`src/rtl/lpi_pend_scanner.sv`:
```
module lpi_pend_scanner #(
  parameter int ID_BITS = 13,
  parameter int PRIO_W  = 8,
  parameter logic [1:0] LPI_GRP = 2'b10
) (
  input  logic                 clk,
  input  logic                 rst_n,
  input  logic                 start,
  input  logic                 lpi_en,
  input  logic                 grp_en,
  input  logic [ID_BITS:0]     in_id,
  input  logic [PRIO_W-1:0]    in_prio,
  input  logic [1:0]           in_grp,
  output logic [ID_BITS-3:0]   pend_addr,
  input  logic [7:0]           pend_data,
  output logic [ID_BITS-3:0]   cfg_addr,
  input  logic [8*(PRIO_W+1)-1:0] cfg_data,
  output logic                 busy,
  output logic                 done,
  output logic [ID_BITS:0]     best_id,
  output logic [PRIO_W-1:0]    best_prio,
  output logic [1:0]           best_grp,
  output logic                 new_win
);
  localparam int IDW    = ID_BITS + 1;
  localparam int BAW    = IDW - 3;
  localparam int MIN_ID = 8192;
  localparam int EW     = PRIO_W + 1;
  localparam logic [BAW-1:0] FIRST = BAW'(MIN_ID / 8);
  localparam logic [BAW-1:0] LAST  = '1;

  if (ID_BITS < 13) begin : g_bad_width
    $error("ID_BITS must be at least 13");
  end

  typedef enum logic [1:0] {S_IDLE, S_SCAN, S_DRAIN} st_t;
  st_t st;

  logic [BAW-1:0]    a, ab;
  logic              vld;
  logic              hit;
  logic [IDW-1:0]    nid, kid;
  logic [PRIO_W-1:0] npr, kpr;
  logic              ok;

  assign pend_addr = a;
  assign cfg_addr  = a - FIRST;
  assign busy      = (st != S_IDLE);

  always_comb begin
    nid = best_id;
    npr = best_prio;
    hit = 1'b0;
    kid = '0;
    kpr = '0;
    ok  = 1'b0;
    for (int k = 0; k < 8; k++) begin
      kid = {ab, 3'(k)};
      kpr = cfg_data[k*EW +: PRIO_W];
      ok  = vld && grp_en && pend_data[k] && cfg_data[k*EW + PRIO_W];
      if (ok && ((kpr < npr) || (kpr == npr && kid < nid))) begin
        nid = kid;
        npr = kpr;
        hit = 1'b1;
      end
    end
  end

  always_ff @(posedge clk or negedge rst_n) begin
    if (!rst_n) begin
      st        <= S_IDLE;
      a         <= '0;
      ab        <= '0;
      vld       <= 1'b0;
      done      <= 1'b0;
      best_id   <= '1;
      best_prio <= '1;
      best_grp  <= '0;
      new_win   <= 1'b0;
    end else begin
      done <= 1'b0;
      if (start) begin
        best_id   <= in_id;
        best_prio <= in_prio;
        best_grp  <= in_grp;
        new_win   <= 1'b0;
        vld       <= 1'b0;
        if (lpi_en) begin
          st <= S_SCAN;
          a  <= FIRST;
        end else begin
          st   <= S_IDLE;
          done <= 1'b1;
        end
      end else begin
        if (hit) begin
          best_id   <= nid;
          best_prio <= npr;
          best_grp  <= LPI_GRP;
          new_win   <= 1'b1;
        end
        vld <= (st == S_SCAN);
        ab  <= a;
        case (st)
          S_SCAN: begin
            if (a == LAST) st <= S_DRAIN;
            else           a  <= a + 1'b1;
          end
          S_DRAIN: begin
            st   <= S_IDLE;
            done <= 1'b1;
          end
          default: ;
        endcase
      end
    end
  end
endmodule

```
`config.mk`:
```
export PLATFORM = sky130hd
export DESIGN_NAME = lpi_pend_scanner
export DESIGN_NICKNAME = d
export VERILOG_FILES = /design/src/rtl/lpi_pend_scanner.sv
export SDC_FILE = /design/constraint.sdc
export NUM_CORES = 1
export LEC_CHECK = 0
export ABC_CLOCK_PERIOD_IN_PS = 19600
export BUFFER_PORTS_ARGS = -buffer_cell sky130_fd_sc_hd__buf_2
export CAP_MARGIN = 20
export CORE_MARGIN = 5
export CORE_UTILIZATION = 51
export CTS_CLUSTER_SIZE = 40
export DETAILED_ROUTE_END_ITERATION = 10
export HOLD_SLACK_MARGIN = 0.02
export MAX_ROUTING_LAYER = met4
export PLACE_DENSITY = 0.78
export SETUP_SLACK_MARGIN = 0.2
export SLEW_MARGIN = 20
export SYNTH_ARGS = -nofsm -noshare
export SYNTH_HDL_FRONTEND = slang
export SYNTH_SLANG_ARGS = --single-unit
export TNS_END_PERCENT = 30
```
`constraint.sdc`:
```
create_clock -name clk -period 19.6 [get_ports clk]
set_clock_uncertainty 0.1 [all_clocks]
set_input_delay 0 -clock clk [delete_from_list [all_inputs] [get_ports clk]]
set_output_delay 0 -clock clk [all_outputs]
set_load 0.005 [all_outputs]
```
== Word level (Yosys, flattened, before mapping) ==
Cells that the tools add are included.

* Register bits: 51
* Input bits: 109
* Output and inout bits: 49
* Logic and storage cells: 132

* Add/subtract/negate cells: 2
* $lt $le $gt $ge: 16
* Eq/ne operators: 14
* Muxes and demuxes: 44
* Reduce and logical (&&, ||, !) cells: 47

{| class="wikitable"
|+ Operator list
! operator !! number
|-
| $mux 14 || 10
|-
| $lt 14x14->1 || 8
|-
| $mux 8 || 10
|-
| $eq 8x8->1 || 8
|-
| $lt 8x8->1 || 8
|-
| $mux 11 || 4
|-
| $logic_and 1x1->1 || 33
|-
| $mux 1 || 15
|-
| $add 11x1->11 const B || 1
|-
| $eq 11x11->1 const B || 1
|-
| $sub 11x11->11 const B || 1
|-
| $logic_or 1x1->1 || 8
|-
| $mux 2 || 4
|-
| $reduce_bool 2->1 || 3
|-
| $pmux 2 s2 || 1
|-
| $ne 3x2->1 const B || 1
|-
| $reduce_and 3->1 || 1
|-
| $reduce_bool 3->1 || 1
|-
| $eq 2x1->1 const B || 1
|-
| $eq 2x2->1 const B || 1
|-
| $ne 2x1->1 const B || 1
|-
| $ne 2x2->1 const B || 1
|-
| $reduce_and 2->1 || 1
|}

== Depth between registers and ports, before layout ==
* Depth in word-level cells: 42
* Mapped depth: 107
* Depth with buffers taken out: 93

== Worst setup path before layout ==
OpenSTA, ideal clock, no wires.

* Path type: register to register
* From: register best_prio[7]
* To: register best_grp[0]
* Library setup time: 121 ps
* Arrival: 19041 ps
* Required time: 19379 ps
* Slack: 338 ps
* Cell stages (with the launch flop): 97
* Buffers on the path: 17
* Clock period less this slack: 19262 ps
* Cells stage by stage: dfstp_2 inv_1 ha_1 nand4_1 or4_4 a211oi_2 a21boi_1 buf_4 buf_1 buf_1 nand2_1 o21ai_0 ha_1 nand2b_1 a21oi_1 o21ai_0 or4b_2 a221oi_2 (+61 left out) o21ai_0 nor2_1 nor2_1 o211ai_1 nor2_1 buf_2 mux2i_1 ha_1 nand2_1 nand4_1 or4_1 or4_1 or4_1 o311a_1 buf_2 nand4_2 buf_2 o21ai_1

* Cells in the longest elaborated chain, start to end: 41
* Elaborated cells between the ends (all ways): 70
* Those cells by class: order compare (15); eq/ne (8); mux (22); reduce/logical (25)

{| class="wikitable"
|+ Ends and longest elaborated chain
! what !! line !! source
|-
| start: declaration || 21 || <nowiki>output logic [PRIO_W-1:0] best_prio,</nowiki>
|-
| start signal: assignment || 84 || <nowiki>best_prio <= in_prio;</nowiki>
|-
| start signal: assignment || 98 || <nowiki>best_prio <= npr;</nowiki>
|-
| branches (longest 39 deep; another with $lt 14x14->1) || -- ||
|-
| $mux 1 * || 61 || <nowiki>if (ok && ((kpr < npr) || (kpr == npr && kid < nid))) begin</nowiki>
|-
| $reduce_bool 2->1 (no line) * || -- ||
|-
| end signal: assignment || 85 || <nowiki>best_grp <= in_grp;</nowiki>
|-
| end: declaration || 22 || <nowiki>output logic [1:0] best_grp,</nowiki>
|}

Mark *: on every way between the ends.
A chain may end at the register's enable or synchronous reset.

== Worst setup path after layout ==
* From: register best_prio[7]
* To: register best_id[3]

* Cells in the longest elaborated chain, start to end: 42
* Elaborated cells between the ends (all ways): 73
* Those cells by class: order compare (15); eq/ne (8); mux (25); reduce/logical (25)

{| class="wikitable"
|+ Ends and longest elaborated chain
! what !! line !! source
|-
| branches (longest 42 deep; another with $lt 14x14->1) || -- ||
|-
| end signal: assignment || 83 || <nowiki>best_id <= in_id;</nowiki>
|-
| end signal: assignment || 97 || <nowiki>best_id <= nid;</nowiki>
|-
| end: declaration || 20 || <nowiki>output logic [ID_BITS:0] best_id,</nowiki>
|}

Several ways; the timed one is not identified. The select of a mux whose other input is x is not followed.

==> impl_results.md <==
* Status: complete, no violations
* CP Launch Type: flop
* Fmax at 53.6 MHz
* Pins Over Slew Limit at 0
* DRT Pass-1 Iters at 7
* Endpoints failing hold at 0
* Top delay family on crit path: compound AO/OA/AOI/OAI gates
* Crit Path Category: reg -> reg
* Slowest-stage cell, CP: or4b_2
* Vias per Instance at 6.17
* First-pass GRT wire length at 43,600 um
* CTS buffer count at 5
* Hold WC Path Type: in -> reg
* Min cycle time layout at 18,670 ps
* Avg Inst Size Synth at 7.66 um^2
* Top FF cell, synth: dfrtp_1
* WL final at 28,900 um
* Setup crit end kind: flop
* Crit path arrival time at 18,770 ps
* Yosys reg bits at 51
* Die width at 135 um
* Post-synthesis mux area share at 8.30%
* Largest family of logic cells by synthesized area: compound AO/OA/AOI/OAI gates
* CP peak stage delay at 720 ps
* Synth Area in Adders at 22.0%
* Slew @ Worst Pin at 763 ps
* Root buffer cell: clkbuf_16
* Post-synth EDFFs at 0
* All-Layer GR Usage at 30.5%
* Clock sink count at 51
* Max Root-Sink Buffers at 2
* Crit share post-route at 95.3%
* CTS tree: yes
* Relative slew margins at 48.9%
* Via Count at 8,955
* Post-synthesis sequential area ratio at 16.3%
* Worst Path Buf+Inv at 14
* DR WL/cell at 19.9 um
* Largest net degree at the start of global routing at 52
* Slack of the critical path at 930 ps
* Static Leak at 5.35 nW
* Netlist cell types at 80
* Diode count at 0
* Placer Congestion at 1.01
* Cell area after synthesis at 7990 um^2
* Syn Inst Count at 1,043
* Placed cell areas at 9050 um^2
* Port bufs at 157
* Number of remaining DRC errors at 0
* Finished Cell Area at 9950 um^2
* Unrepaired setup endpoints after global routing: false
* XOR/XNOR share of the synthesized area at 0.877%
* Antenna Nets Post-Route at 0
* Crit path from: best_prio[7]
* Die height at 135 um
* Post-synth ARST share at 100%
* H-Tree Depth at 2
* Share of cells above drive strength 1 at 26.8%
* Row count at 45
* Fill cell count at 1,345
* Worst VDD drop at 52.3 uV
* Initial Utilization at 52.2%
* Worst-path clk slew at 70 ps
* YS warnings at 0
* # Max-Cap Violations at 0
* Detailed Place HPWL at 22,100 um
* Final Setup Violations at 0
* CP Max Fanout at 30
* Place WS at -96.2 ps
* WP data required at 19,700 ps
* Hold path startpoint: cfg_data[66]
* First-iteration detailed-routing DRC count at 1,082
* Area delta synth->final at 24.5%
* GRT Residual Overflow at 0
* Initial antenna violation count at 0
* Skew-Pair Late Insertion Delay at 300 ps
* PD cells at 56.1 nW/um^2
* Die area at 18,300 um^2
* Synthesized Nets at 1,292
* Layout Nets at 1,489
* Core box area at 15,300 um^2
* Reg-to-reg startpoint: best_prio[7]
* I/O pin total at 158
* Post-synthesis simple-gate area fraction at 19.7%
* Number of global-route vias before repair at 8,413
* Synth Area in Compound Gates at 24.3%
area by class of cell:
class	count	area (um^2)	share of cell area (%)
Clock buffer	5	125	1.26
Timing Repair Buffer	243	1560	15.6
Inverter	103	390	3.92
Tap cell	211	264	2.65
Multi-Input combinational cell	835	6290	63.2
Sequential cell	51	1300	13.1
Clock inverter	3	20.0	0.201
Timing Repair inverter	1	5.00	0.0503
Yosys cell counts (5+ instances only):
cell type	count	area share (%)
dfrtp_1	29	9.1
nor2_1	107	5.0
ha_1	140	22
or4_1	5	0.47
nor2b_1	11	0.86
dfstp_2	22	7.2
a31oi_1	16	1.3
nand4_1	19	1.5
o21ai_0	64	4.0
and4_1	5	0.55
buf_1	10	0.47
o21a_1	12	1.1
a211oi_1	5	0.47
xor2_1	6	0.66
buf_2	9	0.56
nor3_1	12	0.75
a21oi_1	96	6.0
nand3_1	24	1.5
or3_1	11	0.86
clkbuf_1	20	0.94
and2_1	12	0.94
nand2b_1	15	1.2
inv_1	103	4.8
mux2i_1	28	3.5
nand2_1	76	3.6
mux2_2	34	4.8
buf_4	14	1.3
o221ai_1	10	1.1
a21o_1	33	3.1
o211ai_1	8	0.75
power by group:
group,internal [mW],switching [mW]
clock network,0.0472,0.0420
registers,0.123,0.0200
logic,0.142,0.184
stage by stage:
| step | hold slack, ps | power, mW | TNS (ps) | std cells | utilization (%) |
|---|---|---|---|---|---|
| 2_1_floorplan | -396 | 0.339 | 0 | 1043 | - |
| 3_3_place_gp | 54.3 | 0.435 | 0 | 1391 | 59.1 |
| 3_5_place_dp | 59.7 | 0.442 | -400 | 1391 | 59.1 |
| 4_1_cts | 48.3 | 0.537 | 0 | 1429 | 62.0 |
| 5_1_grt | 82.7 | 0.601 | 0 | 1452 | 65.0 |
| 6_report | 58.2 | 0.558 | 0 | 1452 | 65.0 |
routing by layer:
| layer | up-vias | routed length [um] | track usage (%) |
|---|---|---|---|
| li1 | 4158 | - | - |
| met1 | 4191 | 11700 | 38.9 |
| met2 | 491 | 13600 | 49.4 |
| met3 | 115 | 2330 | 3.05 |
| met4 | 0 | 1300 | 12.7 |
| met5 | - | 0 | - |
path summary, 6_finish.rpt:
kind,endpoint,cells after the start,slack (ps)
max,best_id[3],90,930
max reg2reg,best_id[3],90,930
min reg2reg,best_grp[1],1,420
min in group asynchronous,pend_addr[0],3,250
min,best_prio[3],3,60
max in group asynchronous,vld,3,18700
tightest hold or removal path: cells and delay by family:
kind	cells	cell delay (ps)
buffers and inverters	1	110
AO/OA/AOI/OAI	2	350
placed cells by master, fill, tap and decap left out, types with 12 or more instances in the layout:
cell           instances
mux2_2                34
dlygate4sd3_1         30
nand4_1               19
a31oi_1               16
dfstp_2               22
nand2b_1              15
buf_4                 51
nand2_1               76
and2_1                12
mux2i_1               26
dfrtp_1               29
nand3_1               24
o21ai_1               12
a21o_1                33
nor2_1               106
ha_1                 139
buf_2                157
o21a_1                12
inv_1                102
o21ai_0               54
a21oi_1               92
kinds of logic (layout without fill, tap and decap cells):
kind of cell,after synthesis,after routing
XOR/XNOR,8,8
buffers and inverters,160,355
AND/OR/NAND/NOR,322,324
AO/OA/AOI/OAI,299,300
adder cells (fa/ha/maj),141,141
multiplexers,62,62
flip-flops,51,51
flip-flops by register name, summed over array words and instances (netlist names):
name       flops
best_grp       2
best_prio      8
best_id       14
ab            11
new_win        1
pend_addr     11
vld            1
done           1
st             2
what timing repair did:
item	CTS	global route
pin swaps	0	12
gates cloned	0	5
resized for setup	3	57
endpoints found under the setup margin	25	25
hold buffers	30	0
setup buffers	0	18
endpoints found under the hold margin	57	0
Power figures use the tool's default switching activity.
